==> src/rtl/stripe_rmw_engine.sv <==
module stripe_rmw_engine #(
  parameter int BLK_W = 32,
  parameter int LBA_W = 16
) (
  input  logic                       clk,
  input  logic                       rst_n,
  input  logic                       cmd_valid,
  output logic                       cmd_ready,
  input  logic [LBA_W-1:0]           cmd_lba,
  input  logic [BLK_W-1:0]           cmd_data,
  output logic                       done,
  output logic [4:0]                 dsk_req_valid,
  input  logic [4:0]                 dsk_req_ready,
  output logic [4:0]                 dsk_req_wr,
  output logic [5*(LBA_W-2)-1:0]     dsk_req_stripe,
  output logic [5*BLK_W-1:0]         dsk_req_data,
  input  logic [4:0]                 dsk_rsp_valid,
  input  logic [5*BLK_W-1:0]         dsk_rsp_data
);
  localparam int NDISK = 5;
  localparam int STR_W = LBA_W - 2;

  typedef enum logic [1:0] {S_IDLE, S_READ, S_WRITE} st_t;
  st_t st;

  logic [2:0]       dd_q, pd_q;
  logic [STR_W-1:0] str_q;
  logic [BLK_W-1:0] new_q, old_d_q, old_p_q;
  logic             d_sent, p_sent, d_got, p_got;

  wire [STR_W-1:0] c_str = cmd_lba[LBA_W-1:2];
  wire [STR_W-1:0] c_mod = c_str % STR_W'(NDISK);
  wire [2:0]       c_pd  = 3'd4 - c_mod[2:0];
  wire [2:0]       c_idx = {1'b0, cmd_lba[1:0]};
  wire [2:0]       c_dd  = (c_idx < c_pd) ? c_idx : c_idx + 3'd1;

  wire busy  = (st != S_IDLE);
  wire d_acc = busy && !d_sent && dsk_req_ready[dd_q];
  wire p_acc = busy && !p_sent && dsk_req_ready[pd_q];
  wire d_rsp = d_sent && !d_got && dsk_rsp_valid[dd_q];
  wire p_rsp = p_sent && !p_got && dsk_rsp_valid[pd_q];
  wire both  = d_got && p_got;
  wire [BLK_W-1:0] par = old_p_q ^ old_d_q ^ new_q;

  assign cmd_ready = (st == S_IDLE);
  assign done      = (st == S_WRITE) && both;

  always_ff @(posedge clk) begin
    if (!rst_n) begin
      st      <= S_IDLE;
      dd_q    <= '0;
      pd_q    <= '0;
      str_q   <= '0;
      new_q   <= '0;
      old_d_q <= '0;
      old_p_q <= '0;
      d_sent  <= 1'b0;
      p_sent  <= 1'b0;
      d_got   <= 1'b0;
      p_got   <= 1'b0;
    end else if (st == S_IDLE) begin
      if (cmd_valid) begin
        st     <= S_READ;
        dd_q   <= c_dd;
        pd_q   <= c_pd;
        str_q  <= c_str;
        new_q  <= cmd_data;
        d_sent <= 1'b0;
        p_sent <= 1'b0;
        d_got  <= 1'b0;
        p_got  <= 1'b0;
      end
    end else begin
      if (d_acc) d_sent <= 1'b1;
      if (p_acc) p_sent <= 1'b1;
      if (d_rsp) begin
        d_got <= 1'b1;
        if (st == S_READ) old_d_q <= dsk_rsp_data[int'(dd_q)*BLK_W +: BLK_W];
      end
      if (p_rsp) begin
        p_got <= 1'b1;
        if (st == S_READ) old_p_q <= dsk_rsp_data[int'(pd_q)*BLK_W +: BLK_W];
      end
      if (both) begin
        d_sent <= 1'b0;
        p_sent <= 1'b0;
        d_got  <= 1'b0;
        p_got  <= 1'b0;
        st     <= (st == S_READ) ? S_WRITE : S_IDLE;
      end
    end
  end

  for (genvar g = 0; g < NDISK; g++) begin : g_port
    wire is_d = (dd_q == 3'(g));
    wire is_p = (pd_q == 3'(g));
    assign dsk_req_valid[g] = busy && ((is_d && !d_sent) || (is_p && !p_sent));
    assign dsk_req_wr[g]    = (st == S_WRITE);
    assign dsk_req_stripe[g*STR_W +: STR_W] = str_q;
    assign dsk_req_data[g*BLK_W +: BLK_W] =
      (st != S_WRITE) ? '0 : (is_p ? par : new_q);
  end
endmodule

==> config.mk <==
export PLATFORM = sky130hd
export DESIGN_NAME = stripe_rmw_engine
export DESIGN_NICKNAME = d
export VERILOG_FILES = /design/src/rtl/stripe_rmw_engine.sv
export SDC_FILE = /design/constraint.sdc
export NUM_CORES = 1
export LEC_CHECK = 0
export BUFFER_PORTS_ARGS = -buffer_cell sky130_fd_sc_hd__buf_2
export CORE_AREA = 2 2 179 181
export CTS_CLUSTER_DIAMETER = 40
export DETAILED_ROUTE_END_ITERATION = 10
export DIE_AREA = 0 0 181 183
export SLEW_MARGIN = 15
export SYNTH_ARGS = -nofsm -noshare
export SYNTH_HDL_FRONTEND = slang
export SYNTH_SLANG_ARGS = --single-unit
==> constraint.sdc <==
create_clock -name clk -period 9.2 [get_ports clk]
set_clock_uncertainty 0.1 [all_clocks]
set_input_delay 0.92 -clock clk [delete_from_list [all_inputs] [get_ports clk]]
set_output_delay 0.92 -clock clk [all_outputs]
set_load 0.05 [all_outputs]
==> impl_metrics.toml, run 1 <==
[floorplanning]
num_io_pins = 463
dieHeight_um = 183
dieArea_sq_um = 33100
rows = 65
initial_utilization = 0.367
fp.coreArea_sq_um = 31200
die-width_um = 181

[timing]
max-slew-margin-rel = 0.169
min_period_ps = 8260
final.setup.worst_slack_ps = 940
setup_tns_ps = 0
hold_viol = 0
maxSlewViolCount = 0
finalSetupViolCount = 0
layout_worst_path_cycle_share = 0.898
fmax_mhz = 121
rsz0062_at_grt = "no"
tightestPinTransition_ps = 1250

[clock_tree]
tritoncts = "built"
cts_buffers = 17
worstSkewPairLatency_ps = 410
cts-resized-gates = 0
cts.sinks = 122
clk_path_buf_depth = 2
clkTransAtPathRegs_ps = 60
htree_levels = 4
post_cts_buffers = 0
hold_buffers = 0
cts-root-buf = "clkbuf_16"

[detailed_routing]
wirelength_um = 41700
route.detailed.drc = 0
via_count = 11900
firstDrtPassIters = 7
ant_nets = 0
dr.first_iter.drc_count = 841
avgRoutedWirePerCell_um = 19.4
post_drt_via_cell_ratio = 5.53

[critical_path]
reg2reg_slack_ps = 6100
cp-start-kind = "input port"
r2r_end = "old_d_q[31]"
worstPathMaxFanout = 16
slowest_delay_ps = 690
arrival_ps = 8460
cp-startpoint = "cmd_lba[10]"
rr_startpoint = "dd_q[1]"
crit_required_ps = 9400
cpMostUsedCell = "nor4_1"
end_kind = "flip-flop"
crit_end = "dd_q[0]"
r2r_cells = 7
crit_slowest_cell = "nor4_1"
setup.worst_path.class = "in2reg"

[cells_and_area]
num-fill-cells = 3181
syn_to_final_growth_pct = 22.7
layout.nets = 1955
drive_above_1_share = 0.349

[place]
post-place-ws_ps = 596
dp_hpwl_um = 30600
gp_congestion = 0.874
port_buffers = 462

[global_routing]
met1_usage = 0.310
grt_max_degree = 89
grt_pass1_vias = 11100
globalRouteTotalUtil = 0.243
use_met3 = 0.0403
grt_busiest_layer = "met2"
grt_pass1_wl_um = 62600
gr-total-overflow = 0
use_met2 = 0.418
antenna_found_initial = 3

[logic_synthesis]
synth_most_common_cell = "nand2_1"
synthesis.nets = 1663
synth_area_leaders = "dfxtp_1 (21%), xor2_1 (15%), mux4_2 (13%), nand2_1 (8.5%), nor2_1 (6.2%)"
syn-mean-instance-area_sq_um = 7.97
async_flop_share = 0
syn-cell-area_sq_um = 11500
yosysSeqAreaShare = 0.213
synthTopCellsByCount = "nand2_1 (260), xor2_1 (194), nor2_1 (188), dfxtp_1 (122), clkbuf_1 (97)"
synthesis.instances = 1438
yosysTopAreaCellShare = 0.213
synth_edf_count = 0
synth_largest_area_cell = "dfxtp_1"
synth.distinct_cells = 73
ys_ff_latch = 122
synth_ff_type = "dfxtp_1"
synth_warnings = 0

[power]
power_density_nw_per_um2 = 155
p_leak_uw = 0.00700
vdd_drop_max_uv = 114
total_power_uw = 2170

[run]
maxCapViolCount = 0

[status]
outcome = "complete, no violations"

[hold_path]
hold_path.class = "reg2reg"
-- cell families after synthesis --
family / after synthesis / synth area share
and+or+nand+nor: 553 / 0.208
AOI/OAI and AO/OA: 268 / 0.194
muxes: 70 / 0.135
adders and majority gates: 4 / 0.00437
buffers and inverters: 221 / 0.0923
DFF: 122 / 0.213
xor gates and xnor gates: 200 / 0.153
-- critical path, delay by kind of cell --
kind | cells | cell delay, ps
adder cells (fa/ha/maj) | 2 | 370
XOR/XNOR | 1 | 120
AND/OR/NAND/NOR | 13 | 3260
buffers and inverters | 2 | 290
AO/OA/AOI/OAI | 11 | 3260
multiplexers | 1 | 240
-- layout make-up --
| cell class | instances | area, sq um | area share |
|---|---|---|---|
| inverter | 16 | 60.1 | 0.00427 |
| timing repair buffer | 478 | 2430 | 0.173 |
| clock inverter | 13 | 143 | 0.0101 |
| tap | 402 | 503 | 0.0358 |
| multi-input combinational | 1095 | 8020 | 0.570 |
| antenna | 2 | 5.00 | 0.000356 |
| sequential | 122 | 2450 | 0.174 |
| clock buffer | 19 | 453 | 0.0322 |
-- per-layer routing --
| metal | wire, um | share of wire | up-vias |
|---|---|---|---|
| li1 | - | - | 5573 |
| met1 | 17400 | 0.42 | 5738 |
| met4 | 1020 | 0.025 | 2 |
| met5 | 13 | 0.00031 | - |
| met3 | 2930 | 0.070 | 58 |
| met2 | 20300 | 0.49 | 510 |
-- worst min path at each step --
stage                 endpoint  slack, ps  cells after the start        from
global placement         st[0]        390                      2       st[0]
CTS                      st[0]        400                      2       st[0]
floorplan                p_got        360                      2       p_got
global route        old_d_q[3]        430                      1  old_d_q[3]
finish                   st[0]        400                      2       st[0]
detailed placement       st[0]        390                      2       st[0]
-- cell usage in the layout, fill, tap and decap left out, types with 9 or more instances in the layout --
cell type | synthesis | layout
nand3_1 | 11 | 11
inv_1 | 13 | 13
nor2_1 | 188 | 188
a21oi_1 | 11 | 11
xor2_1 | 194 | 194
a22o_1 | 46 | 46
mux4_2 | 68 | 68
nor4_1 | 9 | 9
o31ai_1 | 10 | 10
nand2_1 | 260 | 260
o21ai_0 | 15 | 15
buf_2 | 3 | 462
o211a_1 | 65 | 65
buf_4 | 60 | 16
nor3_1 | 19 | 14
dfxtp_1 | 122 | 118
a22oi_1 | 69 | 69
clkbuf_16 | 0 | 17
-- report_power, final --
group / switching, uW / internal [uW]
Sequential: 116 / 563
Combinational: 469 / 343
Clock: 268 / 415
-- flip-flops by register name, indices dropped and copies added (netlist names) --
signal   count
d_got        1
d_sent       1
dd_q         3
new_q       32
old_d_q     32
old_p_q     32
p_got        1
p_sent       1
pd_q         3
st           2
str_q       14
-- through the flow --
step                hold slack, ps  utilization  cell area, sq um  instances
finish                         399        0.450             14100       2147
global route                   426        0.450             14100       2146
CTS                            401        0.450             14100       2145
detailed placement             393        0.431             13500       2113
global placement               389        0.431             13500       2113
floorplan                      360            -             11500       1438
No activity file was read; power rests on OpenSTA's default activity.
==> run 2, diff against run 1 <==
--- a/config.mk
+++ b/config.mk
@@ -10,6 +10,7 @@
 export CTS_CLUSTER_DIAMETER = 40
 export DETAILED_ROUTE_END_ITERATION = 10
 export DIE_AREA = 0 0 181 183
+export RECOVER_POWER = 50
 export SLEW_MARGIN = 15
 export SYNTH_ARGS = -nofsm -noshare
 export SYNTH_HDL_FRONTEND = slang
==> run 2 against run 1 <==
  * The run now ends with capacitance limit, slew limit left
  * Maximum frequency fell by 0.13%
  * Worst hold slack got worse by 4.6 ps
  * Die area stayed put
  * Highest routed layer unchanged
  * Global-route usage unchanged
  * Clock-buffer cell count stayed put
  * Sequential cell count did not move
  * Combinational power shrank 0.9%
  * Utilization shrank 0.37 points
  * Final area is 0.83% lower
  * Clock power about the same
  * Sequential share of layout area grew 0.15 points
==> impl_metrics.toml, run 2 (same netlist as run 1, synthesis figures left out) <==
[status]
outcome = "finished, violations left"
violations = "capacitance limit, slew limit"

[timing]
finalSetupViolCount = 0
setup_tns_ps = 0
rsz0062_at_grt = "no"
final.setup.worst_slack_ps = 929
layout_worst_path_cycle_share = 0.899
tightestPinTransition_ps = 3880
min_period_ps = 8270
maxSlewViolCount = 247
fmax_mhz = 121
max-slew-margin-rel = -1.61
hold_viol = 0

[cells_and_area]
final_util = 0.447
layout.nets = 1955
syn_to_final_growth_pct = 21.7
stdcell_count = 2147
multi_input_area_sq_um = 8000
final_cell_mix = "buf_2 (391), nand2_1 (260), xor2_1 (194), nor2_1 (188), dfxtp_1 (118)"
final_area_sq_um = 14000
top_regs = "new_q x32, old_d_q x32, old_p_q x32"
register_area_sq_um = 2450
num-fill-cells = 3223
final_common_cell = "buf_2"
drive_above_1_share = 0.305

[power]
p_leak_uw = 0.00670
switching_share = 0.393
clkPwrFrac = 0.315
vdd_drop_max_uv = 114
seqPwrFrac = 0.313
share_comb_of_total_power = 0.372
power_density_nw_per_um2 = 155
p_int_uw = 1310
p_sw_uw = 851

[critical_path]
arrival_ps = 8470
cp-start-kind = "input port"
setup.worst_path.class = "in2reg"
rr_startpoint = "st[1]"
crit_required_ps = 9400
worstPathMaxFanout = 16
crit_slowest_cell = "nor4_1"
crit_end = "dd_q[0]"
r2r_end = "p_sent"
r2r_cells = 5
slowest_delay_ps = 700
cpMostUsedCell = "nor4_1"
end_kind = "flip-flop"
reg2reg_slack_ps = 3540
cp-startpoint = "cmd_lba[10]"

[place]
placed_area_sq_um = 13500
placed_cells = 2113
post-place-ws_ps = 596
gp_congestion = 0.874
port_buffers = 462
dp_hpwl_um = 30600

[detailed_routing]
firstDrtPassIters = 5
dr.first_iter.drc_count = 818
avgRoutedWirePerCell_um = 19.4
via_count = 11800
route.detailed.drc = 0
wirelength_um = 41600
ant_nets = 0
post_drt_via_cell_ratio = 5.51

[floorplanning]
rows = 65
dieArea_sq_um = 33100
dieHeight_um = 183
num_io_pins = 463
die-width_um = 181
fp.coreArea_sq_um = 31200
initial_utilization = 0.367

[clock_tree]
worstSkewPairLatency_ps = 410
cts-resized-gates = 0
hold_buffers = 0
clk_path_buf_depth = 2
htree_levels = 4
cts_buffers = 17
cts-root-buf = "clkbuf_16"
post_cts_buffers = 0
cts.sinks = 122
tritoncts = "built"
clkTransAtPathRegs_ps = 60

[global_routing]
grt_max_degree = 89
globalRouteTotalUtil = 0.243
grt_pass1_wl_um = 62600
gr-total-overflow = 0
grt_pass1_vias = 11100
antenna_found_initial = 3

[hold_path]
hold_path.class = "reg2reg"

[run]
maxCapViolCount = 5
## run 2: layout make-up
type,count,area share
Inverter,16,0.00430
Sequential cell,122,0.176
Tap cell,402,0.0361
Clock inverter,13,0.0102
Multi-Input combinational cell,1095,0.573
Antenna cell,2,0.000359
Clock buffer,19,0.0325
Timing Repair Buffer,478,0.167
## run 2: power groups by stage
stage / Sequential, uW / Clock, uW / Combinational [uW]
floorplan: 607 / 0 / 654
global placement: 690 / 0 / 805
detailed placement: 692 / 0 / 808
CTS: 681 / 699 / 810
global route: 691 / 726 / 863
finish: 679 / 682 / 805
## run 2: worst min path at each step
stage,from,to,slack (ps),depth (start not counted)
3_5_place_dp,st[0],st[0],390,2
5_1_grt,old_d_q[3],old_d_q[3],430,1
2_1_floorplan,p_got,p_got,360,2
3_3_place_gp,st[0],st[0],390,2
6_report,st[0],st[0],390,2
4_1_cts,st[0],st[0],400,2
## run 2: stage by stage
stage | hold slack (ps) | total power, uW
3_5_place_dp | 393 | 1500
2_1_floorplan | 360 | 1260
6_report | 395 | 2170
5_1_grt | 426 | 2280
3_3_place_gp | 389 | 1500
4_1_cts | 401 | 2190
## run 2: metal layers
metal | vias up | global-route usage | routed length, um
li1 | 5568 | - | -
met2 | 508 | 0.418 | 20200
met1 | 5703 | 0.310 | 17400
met5 | - | 0 | 13
met3 | 57 | 0.0403 | 2860
met4 | 2 | 0.0797 | 1040
## run 2: worst max-delay path: cells and delay by family
| kind | cells | cell delay, ps |
|---|---|---|
| simple gates | 13 | 3270 |
| compound gates | 11 | 3250 |
| fa+ha+maj | 2 | 370 |
| buf+inv | 2 | 290 |
| mux | 1 | 240 |
| xor+xnor | 1 | 120 |
==> run 3, diff against run 2 <==
--- a/config.mk
+++ b/config.mk
@@ -10,7 +10,10 @@
 export CTS_CLUSTER_DIAMETER = 40
 export DETAILED_ROUTE_END_ITERATION = 10
 export DIE_AREA = 0 0 181 183
+export GPL_ROUTABILITY_DRIVEN = 0
+export PLACE_DENSITY = 0.71
 export RECOVER_POWER = 50
+export SKIP_CTS_REPAIR_TIMING = 1
 export SLEW_MARGIN = 15
 export SYNTH_ARGS = -nofsm -noshare
 export SYNTH_HDL_FRONTEND = slang
==> run 3 against run 2 <==
  * The flow still finishes with violations (capacitance limit, slew limit)
  * Clock-buffer cell count is the same
  * Cell count increased by 0.19%
  * Register-to-register slack got worse by 790 ps
  * Global-route usage increased by 0.11 points
  * Largest power group unchanged
  * Highest routed layer unchanged
==> impl_metrics.toml, run 3 (same netlist as run 1, synthesis figures left out) <==
[status]
outcome = "finished, violations left"
violations = "capacitance limit, slew limit"

[critical_path]
worst-path-buf-inv = 2
slowest_delay_ps = 650
r2r_end = "old_p_q[29]"
r2r_cells = 8
rr_startpoint = "pd_q[0]"
cp-start-kind = "input port"
end_kind = "flip-flop"
crit_slowest_cell = "o31ai_1"
crit_required_ps = 9400
arrival_ps = 8660
setup.worst_path.class = "in2reg"
critical-path-top-delay-family = "compound AO/OA/AOI/OAI gates"
worstPathMaxFanout = 16
reg2reg_slack_ps = 2750

[detailed_routing]
wl_met3_um = 3510
drt-met1-wl_um = 16700
avgRoutedWirePerCell_um = 19.5
firstDrtPassIters = 7
dr.max_layer_used = "met5"
wirelength_um = 41900
post_drt_via_cell_ratio = 5.58
dr.first_iter.drc_count = 823
route.detailed.drc = 0
ant_nets = 0
via_count = 12000
routed-wl-met2_um = 20400

[hold_path]
worstHoldEndpoint = "dd_q[2]"
hold_path.class = "reg2reg"
hold_depth = 2
min_from = "dd_q[2]"

[cells_and_area]
final_cell_mix = "buf_2 (372), nand2_1 (260), xor2_1 (194), nor2_1 (188), dfxtp_1 (119)"
syn_to_final_growth_pct = 20.9
final_area_sq_um = 13900
layout.nets = 1957
final_common_cell = "buf_2"
final_util = 0.444
top_regs = "new_q x32, old_d_q x32, old_p_q x32"
num-fill-cells = 3147
drive_above_1_share = 0.291

[global_routing]
grt_max_degree = 87
grt_pass1_vias = 11200
gr-total-overflow = 0
grt_pass1_wl_um = 62900
antenna_found_initial = 7
globalRouteTotalUtil = 0.244

[timing]
rsz0062_at_grt = "no"
max-slew-margin-rel = -1.43
maxSlewViolCount = 406
hold_viol = 0
fmax_mhz = 118
setup_tns_ps = 0
min_period_ps = 8460
finalSetupViolCount = 0
layout_worst_path_cycle_share = 0.919
fin_hold_ws_ps = 393
tightestPinTransition_ps = 3640

[clock_tree]
clk_path_buf_depth = 2
clkTransAtPathRegs_ps = 60
worstSkewPairLatency_ps = 420
cts_buffers = 17
htree_levels = 4
cts-root-buf = "clkbuf_16"
cts.sinks = 122
tritoncts = "built"

[floorplanning]
dieHeight_um = 183
dieArea_sq_um = 33100
fp.coreArea_sq_um = 31200
num_io_pins = 463
die-width_um = 181
initial_utilization = 0.367
rows = 65

[power]
p_leak_uw = 0.00659
vdd_drop_max_uv = 114
power_density_nw_per_um2 = 153

[run]
maxCapViolCount = 9

[place]
port_buffers = 462
placed_area_sq_um = 13500
dp_hpwl_um = 30700
## run 3: cell types whose count changed in the layout (fill, tap and decap cells not counted), sizes merged
cell and delta:
clkbuf +22, buf -20, bufinv -2, clkinv +2
diode +2
## run 3: layer usage
layer | GRT usage | vias up
li1 | - | 5570
met1 | 0.300 | 5699
met4 | 0.0969 | 4
met2 | 0.418 | 637
met3 | 0.0502 | 85
met5 | 0 | -
## run 3: area by class of cell
class	instances	area, sq um	share of cell area
Timing Repair Buffer	480	2320	0.167
Antenna cell	4	10.0	0.000722
Tap cell	402	503	0.0363
Sequential cell	122	2450	0.177
Clock inverter	13	96.3	0.00695
Clock buffer	19	443	0.0320
Inverter	16	60.1	0.00433
Multi-Input combinational cell	1095	7980	0.576
## run 3: how the worst max path moves through the flow
stage           startpoint  endpoint  slack (ps)  cells past startpoint
3_5_place_dp   cmd_lba[10]   dd_q[1]         530                     30
5_1_grt        cmd_lba[10]   dd_q[1]         400                     30
2_1_floorplan  cmd_lba[12]   dd_q[1]        1250                     31
3_3_place_gp   cmd_lba[10]   dd_q[1]         710                     30
6_report       cmd_lba[10]   dd_q[1]         740                     30
4_1_cts        cmd_lba[10]   dd_q[1]         960                     30
## run 3: report_power, final
part           internal (uW)  total [uW]  switching, uW
clock network            353         622            269
logic                    338         840            502
registers                563         652           89.2
## run 3: stage by stage
stage / setup WS [ps] / power, uW / cells
CTS: 962 / 2140 / 2147
global route: 404 / 2220 / 2149
detailed placement: 528 / 1500 / 2115
floorplan: 1250 / 1260 / 1438
global placement: 707 / 1490 / 2115
finish: 744 / 2110 / 2151
## run 3: worst register-to-register path, stage by stage (launching register included)
cell and delay (ps):
dfxtp_1 1290, nor3_1 480, clkbuf_1 2590, a22o_1 510, nand2_1 70, nor3_1 210, clkbuf_1 760, nand2_1 140
o211a_1 180
